## src/rtl/seq_pkg.sv

```systemverilog
package seq_pkg;
    localparam int DLY_W   = 9;
    localparam int DLY_CAP = 500;
    localparam int IDX_W   = 4;
    localparam int FIELD_W = 3;
    localparam int ADDR_W  = IDX_W + FIELD_W;
    localparam int CFG_DW  = 16;

    typedef enum logic [1:0] {
        OVR_FOLLOW     = 2'b00,
        OVR_FOLLOW_ALT = 2'b01,
        OVR_LOW        = 2'b10,
        OVR_HIGH       = 2'b11
    } ovr_e;

    typedef enum logic [FIELD_W-1:0] {
        FLD_IN_MASK = 3'd0,
        FLD_FB_MASK = 3'd1,
        FLD_RISE    = 3'd2,
        FLD_FALL    = 3'd3,
        FLD_OVR     = 3'd4
    } field_e;

    typedef enum logic [1:0] {
        IDLE_LOW  = 2'd0,
        ARM_RISE  = 2'd1,
        HOLD_HIGH = 2'd2,
        ARM_FALL  = 2'd3
    } dstate_e;
endpackage

```

## src/rtl/seq_tick_gen.sv

```systemverilog
module seq_tick_gen #(
    parameter int TICK_DIV = 100000
) (
    input  logic clk,
    input  logic rst_n,
    output logic tick
);
    localparam int CW = (TICK_DIV > 1) ? $clog2(TICK_DIV) : 1;

    logic [CW-1:0] cnt;

    always_ff @(posedge clk or negedge rst_n) begin
        if (!rst_n) begin
            cnt  <= '0;
            tick <= 1'b0;
        end else if (cnt == CW'(TICK_DIV - 1)) begin
            cnt  <= '0;
            tick <= 1'b1;
        end else begin
            cnt  <= cnt + 1'b1;
            tick <= 1'b0;
        end
    end
endmodule

```

## src/rtl/seq_cfg_regs.sv

```systemverilog
module seq_cfg_regs import seq_pkg::*; #(
    parameter int NUM_OUT = 9,
    parameter int NUM_IN  = 8
) (
    input  logic                              clk,
    input  logic                              rst_n,
    input  logic                              cfg_we,
    input  logic [ADDR_W-1:0]                 cfg_addr,
    input  logic [CFG_DW-1:0]                 cfg_wdata,
    output logic [NUM_OUT-1:0][NUM_IN-1:0]    in_mask,
    output logic [NUM_OUT-1:0][NUM_OUT-1:0]   fb_mask,
    output logic [NUM_OUT-1:0][DLY_W-1:0]     rise_dly,
    output logic [NUM_OUT-1:0][DLY_W-1:0]     fall_dly,
    output logic [NUM_OUT-1:0][1:0]           ovr
);
    logic [IDX_W-1:0]   wr_idx;
    logic [FIELD_W-1:0] wr_fld;
    logic [DLY_W-1:0]   wr_dly;

    assign wr_idx = cfg_addr[ADDR_W-1:FIELD_W];
    assign wr_fld = cfg_addr[FIELD_W-1:0];

    // Clamp to the longest legal delay
    always_comb begin
        if (cfg_wdata > CFG_DW'(DLY_CAP)) wr_dly = DLY_W'(DLY_CAP);
        else                               wr_dly = cfg_wdata[DLY_W-1:0];
    end

    for (genvar g = 0; g < NUM_OUT; g++) begin : g_chan
        localparam logic [NUM_OUT-1:0] SELF_BIT = NUM_OUT'(1) << g;

        logic [NUM_IN-1:0]  in_r;
        logic [NUM_OUT-1:0] fb_r;
        logic [DLY_W-1:0]   rise_r;
        logic [DLY_W-1:0]   fall_r;
        logic [1:0]         ovr_r;
        logic               hit;

        assign hit = cfg_we && (wr_idx == IDX_W'(g));

        always_ff @(posedge clk or negedge rst_n) begin
            if (!rst_n) begin
                in_r   <= '0;
                fb_r   <= '0;
                rise_r <= '0;
                fall_r <= '0;
                ovr_r  <= OVR_LOW;
            end else if (hit) begin
                case (wr_fld)
                    FLD_IN_MASK: in_r   <= cfg_wdata[NUM_IN-1:0];
                    FLD_FB_MASK: fb_r   <= cfg_wdata[NUM_OUT-1:0] & ~SELF_BIT;
                    FLD_RISE:    rise_r <= wr_dly;
                    FLD_FALL:    fall_r <= wr_dly;
                    FLD_OVR:     ovr_r  <= cfg_wdata[1:0];
                    default:     ;
                endcase
            end
        end

        assign in_mask[g]  = in_r;
        assign fb_mask[g]  = fb_r;
        assign rise_dly[g] = rise_r;
        assign fall_dly[g] = fall_r;
        assign ovr[g]      = ovr_r;
    end
endmodule

```

## src/rtl/seq_macrocell.sv

```systemverilog
module seq_macrocell #(
    parameter int NUM_OUT = 9,
    parameter int NUM_IN  = 8
) (
    input  logic [NUM_IN-1:0]  status_in,
    input  logic [NUM_IN-1:0]  in_mask,
    input  logic [NUM_OUT-1:0] fb_pins,
    input  logic [NUM_OUT-1:0] fb_mask,
    output logic               term
);
    logic in_ok;
    logic fb_ok;

    // Unselected terms read as 1, so an empty mask yields 1
    assign in_ok = &(status_in | ~in_mask);
    assign fb_ok = &(fb_pins | ~fb_mask);
    assign term  = in_ok & fb_ok;
endmodule

```

## src/rtl/seq_edge_delay.sv

```systemverilog
module seq_edge_delay import seq_pkg::*; (
    input  logic             clk,
    input  logic             rst_n,
    input  logic             tick,
    input  logic             term,
    input  logic [DLY_W-1:0] rise_dly,
    input  logic [DLY_W-1:0] fall_dly,
    output logic             dly_q
);
    dstate_e          state, state_n;
    logic [DLY_W-1:0] cnt, cnt_n;
    logic [DLY_W:0]   cnt_inc;

    assign cnt_inc = {1'b0, cnt} + 1'b1;

    // State register
    always_ff @(posedge clk or negedge rst_n) begin
        if (!rst_n) begin
            state <= IDLE_LOW;
            cnt   <= '0;
        end else begin
            state <= state_n;
            cnt   <= cnt_n;
        end
    end

    // Next-state and counter
    always_comb begin
        state_n = state;
        cnt_n   = cnt;
        unique case (state)
            IDLE_LOW: begin
                if (term) begin
                    cnt_n   = '0;
                    state_n = (rise_dly == '0) ? HOLD_HIGH : ARM_RISE;
                end
            end
            ARM_RISE: begin
                if (!term) begin
                    state_n = IDLE_LOW;
                    cnt_n   = '0;
                end else if (rise_dly == '0) begin
                    state_n = HOLD_HIGH;
                    cnt_n   = '0;
                end else if (tick) begin
                    if (cnt_inc >= {1'b0, rise_dly}) begin
                        state_n = HOLD_HIGH;
                        cnt_n   = '0;
                    end else begin
                        cnt_n = cnt_inc[DLY_W-1:0];
                    end
                end
            end
            HOLD_HIGH: begin
                if (!term) begin
                    cnt_n   = '0;
                    state_n = (fall_dly == '0) ? IDLE_LOW : ARM_FALL;
                end
            end
            ARM_FALL: begin
                if (term) begin
                    state_n = HOLD_HIGH;
                    cnt_n   = '0;
                end else if (fall_dly == '0) begin
                    state_n = IDLE_LOW;
                    cnt_n   = '0;
                end else if (tick) begin
                    if (cnt_inc >= {1'b0, fall_dly}) begin
                        state_n = IDLE_LOW;
                        cnt_n   = '0;
                    end else begin
                        cnt_n = cnt_inc[DLY_W-1:0];
                    end
                end
            end
            default: begin
                state_n = IDLE_LOW;
                cnt_n   = '0;
            end
        endcase
    end

    // Output decode
    always_comb begin
        unique case (state)
            HOLD_HIGH, ARM_FALL: dly_q = 1'b1;
            default:             dly_q = 1'b0;
        endcase
    end
endmodule

```

## src/rtl/seq_and_array.sv

```systemverilog
module seq_and_array import seq_pkg::*; #(
    parameter int NUM_OUT  = 9,
    parameter int NUM_IN   = 8,
    parameter int TICK_DIV = 100000
) (
    input  logic                clk,
    input  logic                rst_n,
    input  logic [NUM_IN-1:0]   status_in,
    input  logic                cfg_we,
    input  logic [ADDR_W-1:0]   cfg_addr,
    input  logic [CFG_DW-1:0]   cfg_wdata,
    output logic [NUM_OUT-1:0]  seq_out
);
    logic                            tick;
    logic [NUM_OUT-1:0][NUM_IN-1:0]  in_mask;
    logic [NUM_OUT-1:0][NUM_OUT-1:0] fb_mask;
    logic [NUM_OUT-1:0][DLY_W-1:0]   rise_dly;
    logic [NUM_OUT-1:0][DLY_W-1:0]   fall_dly;
    logic [NUM_OUT-1:0][1:0]         ovr;
    logic [NUM_OUT-1:0]              term;
    logic [NUM_OUT-1:0]              dly_q;

    seq_tick_gen #(.TICK_DIV(TICK_DIV)) u_tick (
        .clk   (clk),
        .rst_n (rst_n),
        .tick  (tick)
    );

    seq_cfg_regs #(.NUM_OUT(NUM_OUT), .NUM_IN(NUM_IN)) u_cfg (
        .clk       (clk),
        .rst_n     (rst_n),
        .cfg_we    (cfg_we),
        .cfg_addr  (cfg_addr),
        .cfg_wdata (cfg_wdata),
        .in_mask   (in_mask),
        .fb_mask   (fb_mask),
        .rise_dly  (rise_dly),
        .fall_dly  (fall_dly),
        .ovr       (ovr)
    );

    for (genvar g = 0; g < NUM_OUT; g++) begin : g_cell
        logic pin;

        seq_macrocell #(.NUM_OUT(NUM_OUT), .NUM_IN(NUM_IN)) u_and (
            .status_in (status_in),
            .in_mask   (in_mask[g]),
            .fb_pins   (seq_out),
            .fb_mask   (fb_mask[g]),
            .term      (term[g])
        );

        seq_edge_delay u_dly (
            .clk      (clk),
            .rst_n    (rst_n),
            .tick     (tick),
            .term     (term[g]),
            .rise_dly (rise_dly[g]),
            .fall_dly (fall_dly[g]),
            .dly_q    (dly_q[g])
        );

        // Override after the delay stage
        always_comb begin
            unique case (ovr_e'(ovr[g]))
                OVR_LOW:  pin = 1'b0;
                OVR_HIGH: pin = 1'b1;
                default:  pin = dly_q[g];
            endcase
        end

        assign seq_out[g] = pin;
    end
endmodule

```

## config.mk

```make
export PLATFORM = sky130hd
export DESIGN_NAME = seq_and_array
export DESIGN_NICKNAME = d
export VERILOG_FILES = /design/src/rtl/seq_pkg.sv /design/src/rtl/seq_tick_gen.sv /design/src/rtl/seq_cfg_regs.sv /design/src/rtl/seq_macrocell.sv /design/src/rtl/seq_edge_delay.sv /design/src/rtl/seq_and_array.sv
export SDC_FILE = /design/constraint.sdc
export NUM_CORES = 1
export LEC_CHECK = 0
export BUFFER_PORTS_ARGS = -buffer_cell sky130_fd_sc_hd__buf_4
export CORE_ASPECT_RATIO = 1.25
export CORE_MARGIN = 2
export CORE_UTILIZATION = 26
export CTS_CLUSTER_DIAMETER = 80
export CTS_CLUSTER_SIZE = 16
export DETAILED_ROUTE_END_ITERATION = 8
export PLACE_DENSITY = 0.37
export RECOVER_POWER = 50
export SLEW_MARGIN = 20
export SYNTH_ARGS = -nofsm -noshare
export SYNTH_HDL_FRONTEND = slang
export SYNTH_SLANG_ARGS = --single-unit
```

## constraint.sdc

```tcl
create_clock -name clk -period 4.07 [get_ports clk]
set_input_delay 0.814 -clock clk [delete_from_list [all_inputs] [get_ports clk]]
set_output_delay 0.814 -clock clk [all_outputs]
set_load 0.05 [all_outputs]
```

Yosys cells after proc, flatten, opt, wreduce, memory -nomap -nowiden
Index checks and enable logic that the tools add are counted.
Word-level totals
  output and inout bits: 9
  word-level logic and storage cells: 616
  flip-flop bits (word level): 441
Cells by class
  mux-type cells: 237
  equal/unequal tests: 112
  $add $sub $neg: 10
  reductions and logical operators: 128
  $lt $le $gt $ge: 19
  bitwise gates (word level): 45
Operator list (count)
  9-bit 2-to-1 mux: 91
  9-bit case mux with 4 select lines: 9
  2-bit 2-to-1 mux: 108
  10-bit by 9-bit greater-or-equal comparator with 1-bit output: 18
  9-bit logical NOT: 18
  9-bit by 1-bit adder with 10-bit output, second input constant: 9
  2-bit AND reduction: 45
  9-bit OR: 9
  9-bit AND reduction: 9
  2-bit equality test, second input constant: 36
  4-bit inequality test, second input constant: 18
  8-bit NOT: 9
  9-bit NOT: 8
  8-bit OR: 9
  2-bit case mux with 4 select lines: 9
  8-bit AND reduction: 9
  6-bit AND reduction: 9
  4-bit by 1-bit inequality test with 1-bit output, second input constant: 9
  4-bit by 2-bit inequality test with 1-bit output, second input constant: 9
  4-bit AND reduction: 9
  2-bit by 1-bit equality test with 1-bit output, second input constant: 9
  2-bit logical NOT: 9
  2-bit by 1-bit inequality test with 1-bit output, second input constant: 9
  2-bit inequality test, second input constant: 9
  other kinds (19): 65

Longest topological paths before layout
  depth after elaboration: 9
  mapped depth: 12
  depth with buffers taken out: 12

Modules after synthesis
Synthesis repeated with hierarchy kept, for this count alone.
Second synthesis, totals
  cell total of the unflattened synthesis: 2654
  area, all modules: 25580.8 µm²
Modules (own cells, without submodules)
  seq_cfg_regs: instances 1, cells an instance 956, area each 12265.5 µm²
  seq_edge_delay (g_cell[0].u_dly ...): instances 4, cells an instance 155, area each 1219.9 µm²
  seq_edge_delay (g_cell[2].u_dly ...): instances 3, cells an instance 146, area each 1246.2 µm²
  seq_edge_delay (g_cell[7].u_dly ...): instances 2, cells an instance 152, area each 1218.7 µm²
  seq_macrocell: instances 9, cells an instance 27, area each 137.6 µm²
  seq_tick_gen: instances 1, cells an instance 75, area each 818.3 µm²
  seq_and_array: instances 1, cells an instance 18, area each 202.7 µm²

Worst setup path after synthesis
OpenSTA, ideal clock, no wires.
  path kind: register to register
  start point: register g_cell[1].u_dly.cnt[0]
  end point: register g_cell[1].u_dly.cnt[1]
  data arrival time: 2.912 ns
  buffers on the path: 0
  slack: 1.091 ns
  required time: 4.002 ns
  cell stages (with the launch flop): 13
  clock period less this slack: 2.979 ns
  cells stage by stage: dfrtp_1 ha_1 and3_1 nand3_1 xnor2_1 ha_1 a21o_1 a21o_1 a2111o_1 a21oi_1 mux2i_1 a211oi_2 a22o_1
Between the ends
  longest elaborated chain between the ends: 7
  elaborated cells on any way between the ends: 12
  classes of those cells: add/sub (1); order compare (2); mux (9)
Ends and longest elaborated chain
  start, declared: RTL line seq_edge_delay.sv:11  | logic [DLY_W-1:0] cnt, cnt_n;
  start signal, assigned: RTL line seq_edge_delay.sv:23  | cnt <= cnt_n;
  9-bit by 1-bit adder with 10-bit output *: RTL line seq_edge_delay.sv:14  | assign cnt_inc = {1'b0, cnt} + 1'b1;
  10-bit by 9-bit greater-or-equal comparator with 1-bit output (on tied branches): RTL line seq_edge_delay.sv:68, seq_edge_delay.sv:46
  9-bit 2-to-1 mux (on tied branches): RTL line seq_edge_delay.sv:68, seq_edge_delay.sv:46
  9-bit 2-to-1 mux (on tied branches): RTL line seq_edge_delay.sv:67, seq_edge_delay.sv:45
  9-bit 2-to-1 mux (on tied branches): RTL line seq_edge_delay.sv:64, seq_edge_delay.sv:42
  9-bit 2-to-1 mux (on tied branches): RTL line seq_edge_delay.sv:61, seq_edge_delay.sv:39
  9-bit case mux with 4 select lines *: RTL line seq_edge_delay.sv:31  | unique case (state)
Every way passes the cells marked *; elsewhere a longest branch is shown, timed or not. The select of a mux whose other input is x is not followed.
A chain may end at the register's enable or synchronous reset.

Worst setup path after layout
  start point: register u_cfg.g_chan[5].in_r[7]
  end point: register g_cell[5].u_dly.cnt[5]
Between the ends
  longest elaborated chain between the ends: 6
  elaborated cells on any way between the ends: 12
  classes of those cells: eq/ne (4); mux (3); bitwise (3); reduce/logical (2)
Ends and longest elaborated chain
  start, declared: RTL line seq_cfg_regs.sv:32  | logic [NUM_IN-1:0] in_r;
  start signal, assigned: RTL line seq_cfg_regs.sv:50  | FLD_IN_MASK: in_r <= cfg_wdata[NUM_IN-1:0];
  8-bit NOT *: RTL line seq_macrocell.sv:15  | assign in_ok = &(status_in | ~in_mask);
  8-bit OR *: RTL line seq_macrocell.sv:15
  8-bit AND reduction *: RTL line seq_macrocell.sv:15
  1-bit AND *: RTL line seq_macrocell.sv:17  | assign term = in_ok & fb_ok;
  4-bit by 2-bit inequality test with 1-bit output (no line) (tied with other cells)
  4-bit AND reduction (no line) or 9-bit case mux with 4 select lines (tied branches)
  end signal, assigned: RTL line seq_edge_delay.sv:23
  end, declared: RTL line seq_edge_delay.sv:11
Every way passes the cells marked *; elsewhere a longest branch is shown, timed or not.

==> summary.txt <==
Status
  – Run status: complete, but fails checks
  – Violated checks: capacitance limit, slew limit

CTS
  – TritonCTS sink count: between 400 and 500
  – Inserted Clock Buffers: 38
  – Post-cts gate resize count: 0
  – Deepest clock path buffer count: 3
  – H-tree level count: 2
  – TritonCTS clock tree: done
  – Count of hold buffers inserted by post-cts repair: 0
  – Post CTS Setup Buffer Count: 0
  – Clk slew on worst S/H paths: roughly 0.07 ns
  – Insertion delay to the later sink of the worst-skew pair: ~0.60 ns
  – Root Driver: sky130_fd_sc_hd__clkbuf_16

Synth
  – Number of instances in the synthesized netlist: between 2k and 2.5k
  – Netlist Area Pre-Place: 24100 sq um
  – Synth cell count leaders: 432 x sky130_fd_sc_hd__dfrtp_1, 330 x sky130_fd_sc_hd__nand2_1, 223 x sky130_fd_sc_hd__o21ai_0, 180 x sky130_fd_sc_hd__inv_1, 172 x sky130_fd_sc_hd__ha_1
  – Synth warn: 0
  – Most area-consuming cells after synthesis: sky130_fd_sc_hd__dfrtp_1 45%, sky130_fd_sc_hd__ha_1 8.9%, sky130_fd_sc_hd__mux2_2 7.8%, sky130_fd_sc_hd__nand2_1 5.1%, sky130_fd_sc_hd__o21ai_0 4.6%
  – Part of the Yosys area used for sequential elements: 0.458
  – Yosys cell types: 73
  – Top FF cell, synth: sky130_fd_sc_hd__dfrtp_1
  – Number of storage elements in the synthesis netlist: between 400 and 500
  – Post-synthesis net count: between 2k and 3k
  – Most used standard cell by instance count after synthesis: sky130_fd_sc_hd__dfrtp_1
  – Cell type with the highest aggregate area in the netlist: sky130_fd_sc_hd__dfrtp_1
  – Avg Cell Area, Syn: between 10 and 15 sq um
  – Number of flops mapped to enable cells by yosys: 0
  – Proportion of register bits with asynchronous set or reset after synthesis: 1.00
  – Fraction of post-synthesis cell area in the top cell type by area: 0.448

Route
  – Length of routed met2 wiring: a little under 40 mm
  – Via count normalized by instance count: ~4.8
  – First-iteration detailed-routing DRC count: ~840
  – Wire per inst: approximately 20 um
  – Routed wire length: 75.8 mm
  – Highest routed layer: met5
  – Met3 wire length: approximately 2.0 mm
  – Drt pass-1 iters: 5
  – Via count: about 18k
  – Antenna Violating Nets Remaining: 0
  – Met1 routed wirelength after detailed routing: roughly 33 mm
  – Number of design rule violations left after detail routing: 0

STA
  – Crit path time final: around 3.6 ns
  – Transition at the pin with the smallest max-transition slack: about 3.3 ns
  – Number of pins with negative max-slew slack in the final report: 60
  – Final-report hold violation count: 0
  – Unrepaired setup endpoints after global routing: false
  – Aggregate negative setup slack: 0 ns
  – Slew margin rel.: -1.20
  – Final setup vio count: 0
  – Final Cycle Share: 0.886
  – Peak Freq: about 280 MHz
  – Clock skew: about 0.034 ns

Setup path
  – Required time of the worst setup path: approximately 4.6 ns
  – Critical Setup Path Class: flop to flop
  – Worst EP arrival: 4.13 ns
  – Max Fanout on Critical Path: 9
  – Standard cell with the maximum stage delay on the critical path: sky130_fd_sc_hd__a2111oi_0
  – Cells traversed along the worst timing path: nor2b_1, a2111oi_0, nand4_1, buf_4, nor2_1, mux2_2, a211oi_4, a22o_1
  – Delay of the slowest cell on the worst path: between 0.9 and 1 ns
  – Category of the worst setup path capture point: flop
  – Launching element type of the critical path: flop

GRT
  – Maximum number of pins on one net before global-route repair: 80
  – GRT Overall Usage: 0.161
  – Global-route wire length before repair: around 120 mm
  – GRT overflow: 0
  – Initial antenna violation count: 3
  – Number of global-route vias before repair: 18.8k

Placement
  – Cell area reported after detailed placement: about 26000 sq um
  – Detailed-placement wirelength estimate: 53.2 mm
  – Port Buf Inserts: 42
  – Final weighted congestion of routability-driven global placement: between 0.7 and 0.8

Floorplanning
  – Std-Cell Rows: 124
  – Die Footprint: between 90000 and 100000 sq um
  – Effective utilization at floorplan: 0.263
  – Vertical die dimension: 344 um
  – Top-level I/O count: 43
  – Die X-Extent: ~280 um
  – Std-Cell Core Area: 91700 sq um

Pwr
  – Static power due to leakage: around 13 nW
  – Maximum resistive drop on vdd: 0.000235 V
  – Power density over the cells: between 400 and 500 nW/um^2
  – Total power of the final layout: 12.9 mW

Layout
  – Signed area change from the synthesized netlist to the final layout: 13.6%
  – Finished layout cell area: about 27000 sq um
  – Number of filler instances in the final layout: around 9.5k
  – Final net count: roughly 2.7k
  – Layout cell share with drive strength beyond 1: 0.155

Hold path
  – Worst min path class: flop to flop

Run
  – Max-capacitance violation count: 1
==> cell usage in the layout, fill, tap and decap left out, drive strengths merged, types with 17 or more instances in the layout <==
cell type and n:
o21ai 244, a21o 26, nand3 71, ha 172, nand2b 19, o211ai 18
xor2 27, nor3 37, nor2b 49, dfrtp 432, nor4 24, and3 21
mux2 176, buf 111, nand2 330, xnor2 50, a22oi 30, a31oi 17
nor2 75, nand4 21, inv 190, mux2i 23, a21oi 57, a22o 42
clkbuf 52
==> power by group <==
group          switching [mW]  total (mW)  internal [mW]
registers               0.487        5.27           4.79
clock network            1.88        3.82           1.94
logic                    2.35        3.82           1.47
==> layout make-up <==
cell class                      instances  area, sq um  area share
Antenna cell                            1         2.50   0.0000914
Tap cell                             1197         1500      0.0547
Multi-Input combinational cell       1699        12000       0.439
Sequential cell                       441        11000       0.403
Inverter                              183          687      0.0251
Clock buffer                           52         1020      0.0374
Timing Repair Buffer                  112          908      0.0332
Clock inverter                         17          191     0.00699
==> through the flow <==
stage	utilization	worst slack [ns]	cells	hold slack [ns]
after floorplan	-	1.09	2409	0.446
after global placement	0.285	0.0485	3632	0.465
after detailed placement	0.285	0.00820	3632	0.463
after CTS	0.299	0.473	3701	0.159
after global routing	0.299	0.194	3701	0.514
final	0.299	0.464	3702	0.474
==> path summary, 6_finish.rpt <==
| path | startpoint | end | slack (ns) | cells after the start |
|---|---|---|---|---|
| max in group asynchronous | rst_n | u_cfg.g_chan[5].ovr_r[1] | 0.77 | 2 |
| min reg2reg | u_tick.cnt[4] | u_tick.cnt[4] | 0.47 | 1 |
| min in group asynchronous | rst_n | g_cell[8].u_dly.cnt[1] | 1.33 | 1 |
| max reg2reg | u_cfg.g_chan[5].in_r[7] | g_cell[5].u_dly.cnt[5] | 0.46 | 8 |
| max | u_cfg.g_chan[5].in_r[7] | g_cell[5].u_dly.cnt[5] | 0.46 | 8 |
| min | u_tick.cnt[4] | u_tick.cnt[4] | 0.47 | 1 |
==> sequential cells by signal (all words and copies together), names as in the netlist, 17 cells and up <==
| name | cells |
|---|---|
| g_cell.u_dly.cnt | 81 |
| g_cell.u_dly.state | 18 |
| u_cfg.g_chan.fall_r | 81 |
| u_cfg.g_chan.fb_r | 72 |
| u_cfg.g_chan.in_r | 72 |
| u_cfg.g_chan.ovr_r | 18 |
| u_cfg.g_chan.rise_r | 81 |
| u_tick.cnt | 17 |
==> per-layer routing <==
layer,track usage,vias to the layer above
li1,-,8648
met1,0.198,8909
met2,0.293,183
met3,0.0227,87
met4,0.0435,4
met5,0,-
==> worst max-delay path, delay by kind of cell, from the launching register on <==
kind / cells / cell delay (ns)
AND/OR/NAND/NOR: 3 / 0.83
flip-flops: 1 / 0.38
AO/OA/AOI/OAI: 3 / 1.64
multiplexers: 1 / 0.39
buffers and inverters: 1 / 0.30
==> cell families after synthesis <==
kind of cell	Yosys count	share of synthesized area
buffers and inverters	269	0.0440
AO/OA/AOI/OAI	536	0.146
adder cells (fa/ha/maj)	172	0.0893
multiplexers	199	0.0922
flip-flops	441	0.458
AND/OR/NAND/NOR	715	0.142
XOR/XNOR	77	0.0280
Note: power is estimated with default switching activity, not from simulation.
